## config.mk

```make
export PLATFORM = sky130hd
export DESIGN_NAME = tcen_encoder
export DESIGN_NICKNAME = d
export VERILOG_FILES = /design/src/rtl/tcen_pkg.sv /design/src/rtl/tcen_sum.sv /design/src/rtl/tcen_feature.sv /design/src/rtl/tcen_encoder.sv
export SDC_FILE = /design/constraint.sdc
export NUM_CORES = 1
export LEC_CHECK = 0
export CORE_MARGIN = 5
export CORE_UTILIZATION = 40
export DETAILED_ROUTE_END_ITERATION = 8
export MAX_ROUTING_LAYER = met4
export PLACE_DENSITY_LB_ADDON = 0.08
export SLEW_MARGIN = 40
export SYNTH_ARGS = -nofsm -noshare
export SYNTH_HDL_FRONTEND = slang
export SYNTH_SLANG_ARGS = --single-unit
```

## constraint.sdc

```tcl
create_clock -name clk -period 11.3 [get_ports clk]
set_clock_uncertainty 0.1 [all_clocks]
set_input_delay 1.695 -clock clk [delete_from_list [all_inputs] [get_ports clk]]
set_output_delay 1.695 -clock clk [all_outputs]
set_load 0.01 [all_outputs]
```

## src/rtl/tcen_pkg.sv

```systemverilog
// Package: shared sizing and the compile-time comparison schedule.
// Assumes N >= 2. Every function is evaluated at elaboration only.
package tcen_pkg;

    typedef enum logic [1:0] {
        CMP_PAIR = 2'd0,
        CMP_MEAN = 2'd1,
        CMP_SUM  = 2'd2,
        CMP_NONE = 2'd3
    } cmp_kind_e;

    // Number of unordered pairs drawn from n items.
    function automatic int pair_count(input int n);
        return (n * (n - 1)) / 2;
    endfunction

    // First member of pair number p, pairs in lexicographic order (i<j).
    function automatic int pair_first(input int p, input int n);
        int idx = 0;
        int r = 0;
        for (int i = 0; i < n; i++) begin
            for (int j = i + 1; j < n; j++) begin
                if (idx == p) r = i;
                idx++;
            end
        end
        return r;
    endfunction

    // Second member of pair number p, same order as pair_first.
    function automatic int pair_second(input int p, input int n);
        int idx = 0;
        int r = 0;
        for (int i = 0; i < n; i++) begin
            for (int j = i + 1; j < n; j++) begin
                if (idx == p) r = j;
                idx++;
            end
        end
        return r;
    endfunction

    // Total number of tests before truncation.
    function automatic int test_count(input int n);
        return pair_count(n) + n + pair_count(pair_count(n));
    endfunction

    // Number of feature bits carrying a test.
    function automatic int used_bits(input int n, input int feat_w);
        return (test_count(n) < feat_w) ? test_count(n) : feat_w;
    endfunction

    // Family of the test that lands on feature bit k.
    function automatic cmp_kind_e cmp_kind(input int k, input int n);
        int np = pair_count(n);
        if (k < np)                     return CMP_PAIR;
        else if (k < np + n)            return CMP_MEAN;
        else if (k < test_count(n))     return CMP_SUM;
        else                            return CMP_NONE;
    endfunction

    // Sample index operand sel (0..3) of the test on feature bit k.
    function automatic int cmp_op(input int k, input int n, input int sel);
        int np = pair_count(n);
        int m;
        int p;
        int q;
        int r = 0;
        if (k < np) begin
            if (sel == 0) r = pair_first(k, n);
            if (sel == 1) r = pair_second(k, n);
        end else if (k < np + n) begin
            if (sel == 0) r = k - np;
        end else if (k < test_count(n)) begin
            m = k - np - n;
            p = pair_first(m, np);
            q = pair_second(m, np);
            if (sel == 0) r = pair_first(p, n);
            if (sel == 1) r = pair_second(p, n);
            if (sel == 2) r = pair_first(q, n);
            if (sel == 3) r = pair_second(q, n);
        end
        return r;
    endfunction

endpackage

```

## src/rtl/tcen_sum.sv

```systemverilog
// Stage 1: registers the samples together with their total.
// Assumes SUM_W is large enough to hold NUM * (2**PIX_W - 1) and any sample times NUM.
module tcen_sum #(
    parameter int NUM   = 10,
    parameter int PIX_W = 10,
    parameter int SUM_W = 15
) (
    input  logic                   clk,
    input  logic                   rst_n,
    input  logic                   valid_i,
    input  logic [NUM*PIX_W-1:0]   pix_i,
    output logic                   valid_o,
    output logic [NUM*PIX_W-1:0]   pix_o,
    output logic [SUM_W-1:0]       total_o
);

    logic [SUM_W-1:0] acc;

    // Adds every sample of the incoming pixel.
    always_comb begin
        acc = '0;
        for (int t = 0; t < NUM; t++) begin
            acc = acc + SUM_W'(pix_i[t*PIX_W +: PIX_W]);
        end
    end

    // Pipeline register for stage 1, cleared by reset.
    always_ff @(posedge clk) begin
        if (!rst_n) begin
            valid_o <= 1'b0;
            pix_o   <= '0;
            total_o <= '0;
        end else begin
            valid_o <= valid_i;
            pix_o   <= pix_i;
            total_o <= acc;
        end
    end

endmodule

```

## src/rtl/tcen_feature.sv

```systemverilog
// Stage 2: computes one greater-than test per feature bit and registers the feature.
// Operands come from the compile-time schedule in tcen_pkg. Bits with no test
// compare zero against zero, so they always read 0.
module tcen_feature
    import tcen_pkg::*;
#(
    parameter int NUM    = 10,
    parameter int PIX_W  = 10,
    parameter int SUM_W  = 15,
    parameter int FEAT_W = 64
) (
    input  logic                   clk,
    input  logic                   rst_n,
    input  logic                   valid_i,
    input  logic [NUM*PIX_W-1:0]   pix_i,
    input  logic [SUM_W-1:0]       total_i,
    output logic                   valid_o,
    output logic [FEAT_W-1:0]      feat_o
);

    logic [FEAT_W-1:0] bits;

    for (genvar k = 0; k < FEAT_W; k++) begin : g_bit
        localparam cmp_kind_e KIND = cmp_kind(k, NUM);
        localparam int IA = cmp_op(k, NUM, 0);
        localparam int IB = cmp_op(k, NUM, 1);
        localparam int IC = cmp_op(k, NUM, 2);
        localparam int ID = cmp_op(k, NUM, 3);

        logic [SUM_W-1:0] lhs;
        logic [SUM_W-1:0] rhs;

        if (KIND == CMP_PAIR) begin : g_pair
            assign lhs = SUM_W'(pix_i[IA*PIX_W +: PIX_W]);
            assign rhs = SUM_W'(pix_i[IB*PIX_W +: PIX_W]);
        end else if (KIND == CMP_MEAN) begin : g_mean
            assign lhs = SUM_W'(pix_i[IA*PIX_W +: PIX_W]) * SUM_W'(NUM);
            assign rhs = total_i;
        end else if (KIND == CMP_SUM) begin : g_psum
            assign lhs = SUM_W'(pix_i[IA*PIX_W +: PIX_W]) + SUM_W'(pix_i[IB*PIX_W +: PIX_W]);
            assign rhs = SUM_W'(pix_i[IC*PIX_W +: PIX_W]) + SUM_W'(pix_i[ID*PIX_W +: PIX_W]);
        end else begin : g_none
            assign lhs = '0;
            assign rhs = '0;
        end

        // Strict comparison: equal operands give 0.
        assign bits[k] = (lhs > rhs);
    end

    // Pipeline register for stage 2, cleared by reset.
    always_ff @(posedge clk) begin
        if (!rst_n) begin
            valid_o <= 1'b0;
            feat_o  <= '0;
        end else begin
            valid_o <= valid_i;
            feat_o  <= bits;
        end
    end

endmodule

```

## src/rtl/tcen_encoder.sv

```systemverilog
// Top: temporal census encoder, two pipeline stages with one pixel per cycle.
// Assumes NUM_SAMPLES >= 2 and that in_pix holds sample 0 (the earliest) in its lowest bits.
module tcen_encoder
    import tcen_pkg::*;
#(
    parameter int NUM_SAMPLES = 10,
    parameter int PIX_W       = 10,
    parameter int FEAT_W      = 64
) (
    input  logic                           clk,
    input  logic                           rst_n,
    input  logic                           in_valid,
    input  logic [NUM_SAMPLES*PIX_W-1:0]   in_pix,
    output logic                           out_valid,
    output logic [FEAT_W-1:0]              out_feat
);

    localparam int SUM_W   = PIX_W + $clog2(NUM_SAMPLES) + 1;
    localparam int NPAIR   = pair_count(NUM_SAMPLES);
    localparam int USED    = used_bits(NUM_SAMPLES, FEAT_W);
    localparam int MEAN_LO = NPAIR;
    localparam int MEAN_HI = NPAIR + NUM_SAMPLES - 1;

    logic                          s1_valid;
    logic [NUM_SAMPLES*PIX_W-1:0]  s1_pix;
    logic [SUM_W-1:0]              s1_total;

    tcen_sum #(
        .NUM   (NUM_SAMPLES),
        .PIX_W (PIX_W),
        .SUM_W (SUM_W)
    ) u_sum (
        .clk     (clk),
        .rst_n   (rst_n),
        .valid_i (in_valid),
        .pix_i   (in_pix),
        .valid_o (s1_valid),
        .pix_o   (s1_pix),
        .total_o (s1_total)
    );

    tcen_feature #(
        .NUM    (NUM_SAMPLES),
        .PIX_W  (PIX_W),
        .SUM_W  (SUM_W),
        .FEAT_W (FEAT_W)
    ) u_feat (
        .clk     (clk),
        .rst_n   (rst_n),
        .valid_i (s1_valid),
        .pix_i   (s1_pix),
        .total_i (s1_total),
        .valid_o (out_valid),
        .feat_o  (out_feat)
    );

    // ---------------- assertions ----------------
    logic [1:0] age;
    logic       s1_flat;

    // Counts edges since reset, saturating at 2, so the latency check starts only once the pipeline is filled from live inputs.
    always_ff @(posedge clk) begin
        if (!rst_n)          age <= 2'd0;
        else if (age != 2'd2) age <= age + 2'd1;
    end

    // Flags a stage-1 pixel whose samples are all equal.
    always_comb begin
        s1_flat = 1'b1;
        for (int t = 1; t < NUM_SAMPLES; t++) begin
            if (s1_pix[t*PIX_W +: PIX_W] != s1_pix[0 +: PIX_W]) s1_flat = 1'b0;
        end
    end

    AST_VALID_LATENCY: assert property (@(posedge clk) disable iff (!rst_n)
        (age == 2'd2) |-> (out_valid == $past(in_valid, 2)));

    AST_FLAT_ZERO: assert property (@(posedge clk) disable iff (!rst_n)
        (s1_valid && s1_flat) |=> (out_feat == '0));

    AST_RESET_CLEAR: assert property (@(posedge clk)
        !rst_n |=> (!out_valid && out_feat == '0));

    if (USED < FEAT_W) begin : g_fill_chk
        AST_ZERO_FILL: assert property (@(posedge clk) disable iff (!rst_n)
            out_valid |-> (out_feat[FEAT_W-1:USED] == '0));
    end

    if (MEAN_HI < FEAT_W) begin : g_mean_chk
        AST_MEAN_NOT_ALL: assert property (@(posedge clk) disable iff (!rst_n)
            out_valid |-> (out_feat[MEAN_HI:MEAN_LO] != '1));
    end

endmodule

```

* Word-level counts from Yosys, hierarchy flattened
Index checks and enable logic that the tools add are counted.
** Storage, ports and cells
- Register bits after elaboration :: 181
- Bits of input ports :: 103
- Output and inout port bits :: 65
- Word-level logic and storage cells :: 98
** Cells by class
- Add/sub/neg operators :: 19
- Multiply operators :: 10
- Magnitude comparators :: 64
** Operator list (number)
- 10-bit > comparator :: 45
- 14-bit by 15-bit > comparator with 1-bit output :: 10
- 15-bit > comparator :: 9
- 10-bit by 3-bit multiplier with 13-bit output, second input constant :: 10
- 10-bit by 10-bit adder with 11-bit output :: 11
- 15-bit by 10-bit adder with 15-bit output :: 8

* Logic depth before layout (Yosys ltp)
- Word-level depth :: 9
- Depth in mapped cells :: 19
- Mapped depth without buffers :: 19

* Cells and area by module
A second synthesis with hierarchy kept.
** Second synthesis, totals
- Cells, all modules :: 3479
- Area total of the unflattened synthesis :: 30458.0 µm²
** By module, submodules not included
- tcen_feature :: instances 1, cells an instance 2991, area each 24936.4 µm², seq. area each 1301.2 µm²
- tcen_sum :: instances 1, cells an instance 488, area each 5521.5 µm², seq. area each 2302.2 µm²

* Worst setup path before layout
No wires, ideal clock.
- Path kind :: input to register
- Start :: input in_pix[0]
- End :: register u_sum.total_o[10]
- Setup time :: 72 ps
- Arrival :: 6197 ps
- Data required time :: 11128 ps
- Slack :: 4931 ps
- Cell stages on the path :: 19
- Path buffers :: 0
- Cell sequence :: ha_1 -> fa_1 -> a21o_1 -> a21oi_1 -> o21bai_1 -> a21oi_1 -> xnor2_1 -> fa_1 -> inv_1 -> fa_1 -> fa_1 -> fa_1 -> inv_1 -> ha_1 -> o21a_1 -> o31a_1 -> nand2b_1 -> a31oi_1 -> mux2i_1
** Between the ends
- Longest elaborated chain between the ends :: 9
** Ends and longest elaborated chain
- start: declaration :: line tcen_encoder.sv:13 : input logic [NUM_SAMPLES*PIX_W-1:0] in_pix,
- 10-bit by 10-bit adder with 11-bit output :: line tcen_sum.sv:23 : acc = acc + SUM_W'(pix_i[t*PIX_W +: PIX_W]);
- 15-bit by 10-bit adder with 15-bit output (8 in a row) :: line tcen_sum.sv:23
- end signal: assignment :: line tcen_sum.sv:32 : total_o <= '0;
- end signal: assignment :: line tcen_sum.sv:36 : total_o <= acc;
- end: declaration :: line tcen_sum.sv:14 : output logic [SUM_W-1:0] total_o
Every way passes these cells.
A chain may end at the register's enable or synchronous reset.

* Worst setup path in the final report
- Start :: input in_pix[0]
- End :: register u_sum.total_o[8]
The elaborated chain is that of the path after synthesis.

==> out/results.tsv <==
stage	metric	value	unit
logic_synthesis	syn nets	4734	
clock_tree	H-Tree Depth	4	
routing	drt pass-1 iters	6	
placed_design	hpwl dp	86000	um
floorplan	io pins	168	
critical_path	cell seen most often among critical-path stages	fa_1	
logic_synthesis	YS warnings	0	
placed_design	Area after DPL	34000	um^2
routing	Residual DRC	0	
logic_synthesis	Yosys top cell by area	ha_1	
critical_path	Worst setup SP type	input pin	
routing	Starting DRT DRC Count	1795	
logic_synthesis	compound-gate portion of the synthesized area	19.6	%
job	Max Cap Violations	0	
clock_tree	CTS sink cnt	180	
sta	setup TNS	0	ns
critical_path	Crit path required time	11.61	ns
power	Power Dens Cells	121	nW/um^2
worst_hold_path	class of the worst hold path	register to register	
logic_synthesis	Simple-Gate Fraction of Synth Area	15.4	%
sta	Period minus WS final	6.71	ns
critical_path	crit path capture type	register	
routing	Antenna Nets Post-Route	0	
cells_and_area	Nets	4939	
clock_tree	CTS buffer count	17	
global_routing	largest net degree at the start of global routing	118	
clock_tree	Setup Buffers After CTS	0	
cells_and_area	design area	34500	um^2
critical_path	Crit-path slowest cell	fa_1	
logic_synthesis	post-synth top area share	39.3	%
clock_tree	# hold bufs at CTS	0	
logic_synthesis	xor/xnor cell area share of the yosys netlist	3.43	%
sta	final setup fails	0	
sta	fmax	149	MHz
sta	Final Cycle Share	59.4	%
global_routing	antenna violations before repair	4	
clock_tree	Worst-Skew Late Latency	0.52	ns
floorplan	Die Height	287	um
floorplan	starting density of the core	40.4	%
logic_synthesis	#FFs+latches synth	180	
clock_tree	maximum root-to-sink buffer count	2	
power	P_leak	16.9	nW
logic_synthesis	fraction of registers with async set/reset	0	%
logic_synthesis	Unique masters post-synth	67	
critical_path	slowest stage delay, CP	0.54	ns
logic_synthesis	post-synthesis mux area share	0.135	%
logic_synthesis	Post-synth top flop	dfxtp_1	
critical_path	WS Path Type	input pin to register	
power	Worst VDD drop	138	uV
sta	Final Max Slew Viols	0	
logic_synthesis	top post-synthesis cells by area	ha_1 (39%), dfxtp_1 (12%), fa_1 (5.9%)	
cells_and_area	share of cells above drive strength 1	3.32	%
critical_path	family with the most delay on the worst path	adder cells	
logic_synthesis	Post-synth EDFFs	0	
clock_tree	CTS resizes	0	
critical_path	crit path max fanout	5	
global_routing	vias in the first global route	25280	
logic_synthesis	gate count of the mapped netlist	3578	
routing	per-cell routed wire length	23.1	um
routing	Routed WL	112000	um
logic_synthesis	Synth Area per Inst	8.57	um^2
floorplan	Rows	101	
logic_synthesis	post-synthesis adder-cell area fraction	45.1	%
floorplan	Die X	287	um
floorplan	Core Area	75900	um^2
global_routing	first-pass GRT wire length	163000	um
routing	vias	27129	
critical_path	Buf+Inv Stages, Crit Path	3	
critical_path	CP Cell Sequence	clkdlybuf4s50_1, ha_1, fa_1, a21o_1, a21oi_1, o21bai_1, a21oi_1, xnor2_1, fa_1, inv_1, fa_1, fa_1, fa_1, inv_1, ha_1, o21a_1, o31a_1, o21a_1, o21ai_0, nor3b_1	
clock_tree	CTS tree	done	
sta	worst rel slew slack	39.9	%
global_routing	gr usage total	27.2	%
sta	final hold violations	0	
placed_design	Port Buffers	167	
global_routing	gr ovfl total	0	
placed_design	RD Place Congestion	0.909	
cells_and_area	Syn-to-layout area delta	12.6	%
clock_tree	Clk pin slew, worst setup/hold paths	0.08	ns
outcome	status	finished, final reports clean	
logic_synthesis	largest family of logic cells by synthesized area	adder cells	
logic_synthesis	Post-Syn Area	30700	um^2
sta	Worst Tran Pin Value	0.902	ns
logic_synthesis	Seq/Total Area, Yosys	11.7	%
power	post-layout power	4.17	mW
floorplan	die area	82300	um^2
clock_tree	clock root cell	clkbuf_16	
critical_path	Critical Path AT	7.02	ns
routing	vias per std cell	5.62	
sta	RSZ-0062 raised after global routing	no	
[layout by cell type (no fill, tap or decap), types with 70 or more instances in the layout]
cell	instances
a21o_1	84
nand2_1	140
a211oi_1	90
inv_1	335
fa_1	89
nor2_1	302
a21oi_1	265
ha_1	963
clkdlybuf4s50_1	166
and2_1	98
nand4_1	82
dfxtp_1	172
o21ai_0	171
nor2b_1	70
xnor2_1	87
[sequential cells by signal, summed over array words and instances (netlist names)]
signal / cells
u_feat.valid_o: 1
u_sum.valid_o: 1
u_sum.total_o: 14
u_feat.feat_o: 64
u_sum.pix_o: 100
[worst paths after layout]
path,depth (start not counted),slack [ns],startpoint,to
max,20,4.59,in_pix[0],u_sum.total_o[8]
min reg2reg,1,0.34,u_sum.valid_o,u_feat.valid_o
min,1,0.34,u_sum.valid_o,u_feat.valid_o
max reg2reg,15,7.03,u_sum.pix_o[1],u_feat.feat_o[45]
[cell families (layout without fill, tap and decap cells)]
group,after synthesis,after routing
AND/OR/NAND/NOR,940,940
other,0,2
buffers and inverters,369,587
adder cells (fa/ha/maj),1053,1053
AO/OA/AOI/OAI,912,912
multiplexers,4,4
XOR/XNOR,120,120
flip-flops,180,180
[cells in the mapped netlist (all sizes together), types with 70 or more instances]
cell type,count
ha,963
inv,336
nor2,302
a21oi,265
dfxtp,180
o21ai,171
nand2,140
and2,98
a211oi,90
fa,90
xnor2,87
a21o,84
nand4,82
nor2b,70
[routing by layer]
metal  track usage (%)  vias to the layer above  part of all wire, %
li1                  -                    13504                    -
met1              38.8                    12833                   50
met2              42.1                      707                   44
met3              2.65                       85                  4.8
met4              5.36                        0                  1.6
met5                 -                        -                    0
[per-stage QoR]
stage	worst slack (ns)	cells	util (%)	hold slack, ns
5_1_grt	4.31	4828	45.5	0.363
2_1_floorplan	4.93	3578	-	0.312
3_3_place_gp	4.14	4793	44.6	0.314
3_5_place_dp	4.12	4794	44.7	0.328
4_1_cts	4.66	4826	45.5	0.340
6_report	4.59	4828	45.5	0.338
[final cells by class]
class / count / area, um^2
Clock buffer: 19 / 433
Multi-Input combinational cell: 3029 / 25700
Clock inverter: 13 / 138
Antenna cell: 2 / 5.00
Timing Repair Buffer: 218 / 2060
Tap cell: 1030 / 1290
Fill cell: 7554 / 41400
Inverter: 337 / 1260
Sequential cell: 180 / 3610
[power breakdown]
| part | leakage [nW] | switching, mW | internal [mW] |
|---|---|---|---|
| clock network | 0.270 | 0.344 | 0.294 |
| registers | 1.50 | 0.0783 | 0.722 |
| logic | 15.2 | 1.58 | 1.15 |
No activity file was read; power rests on OpenSTA's default activity.
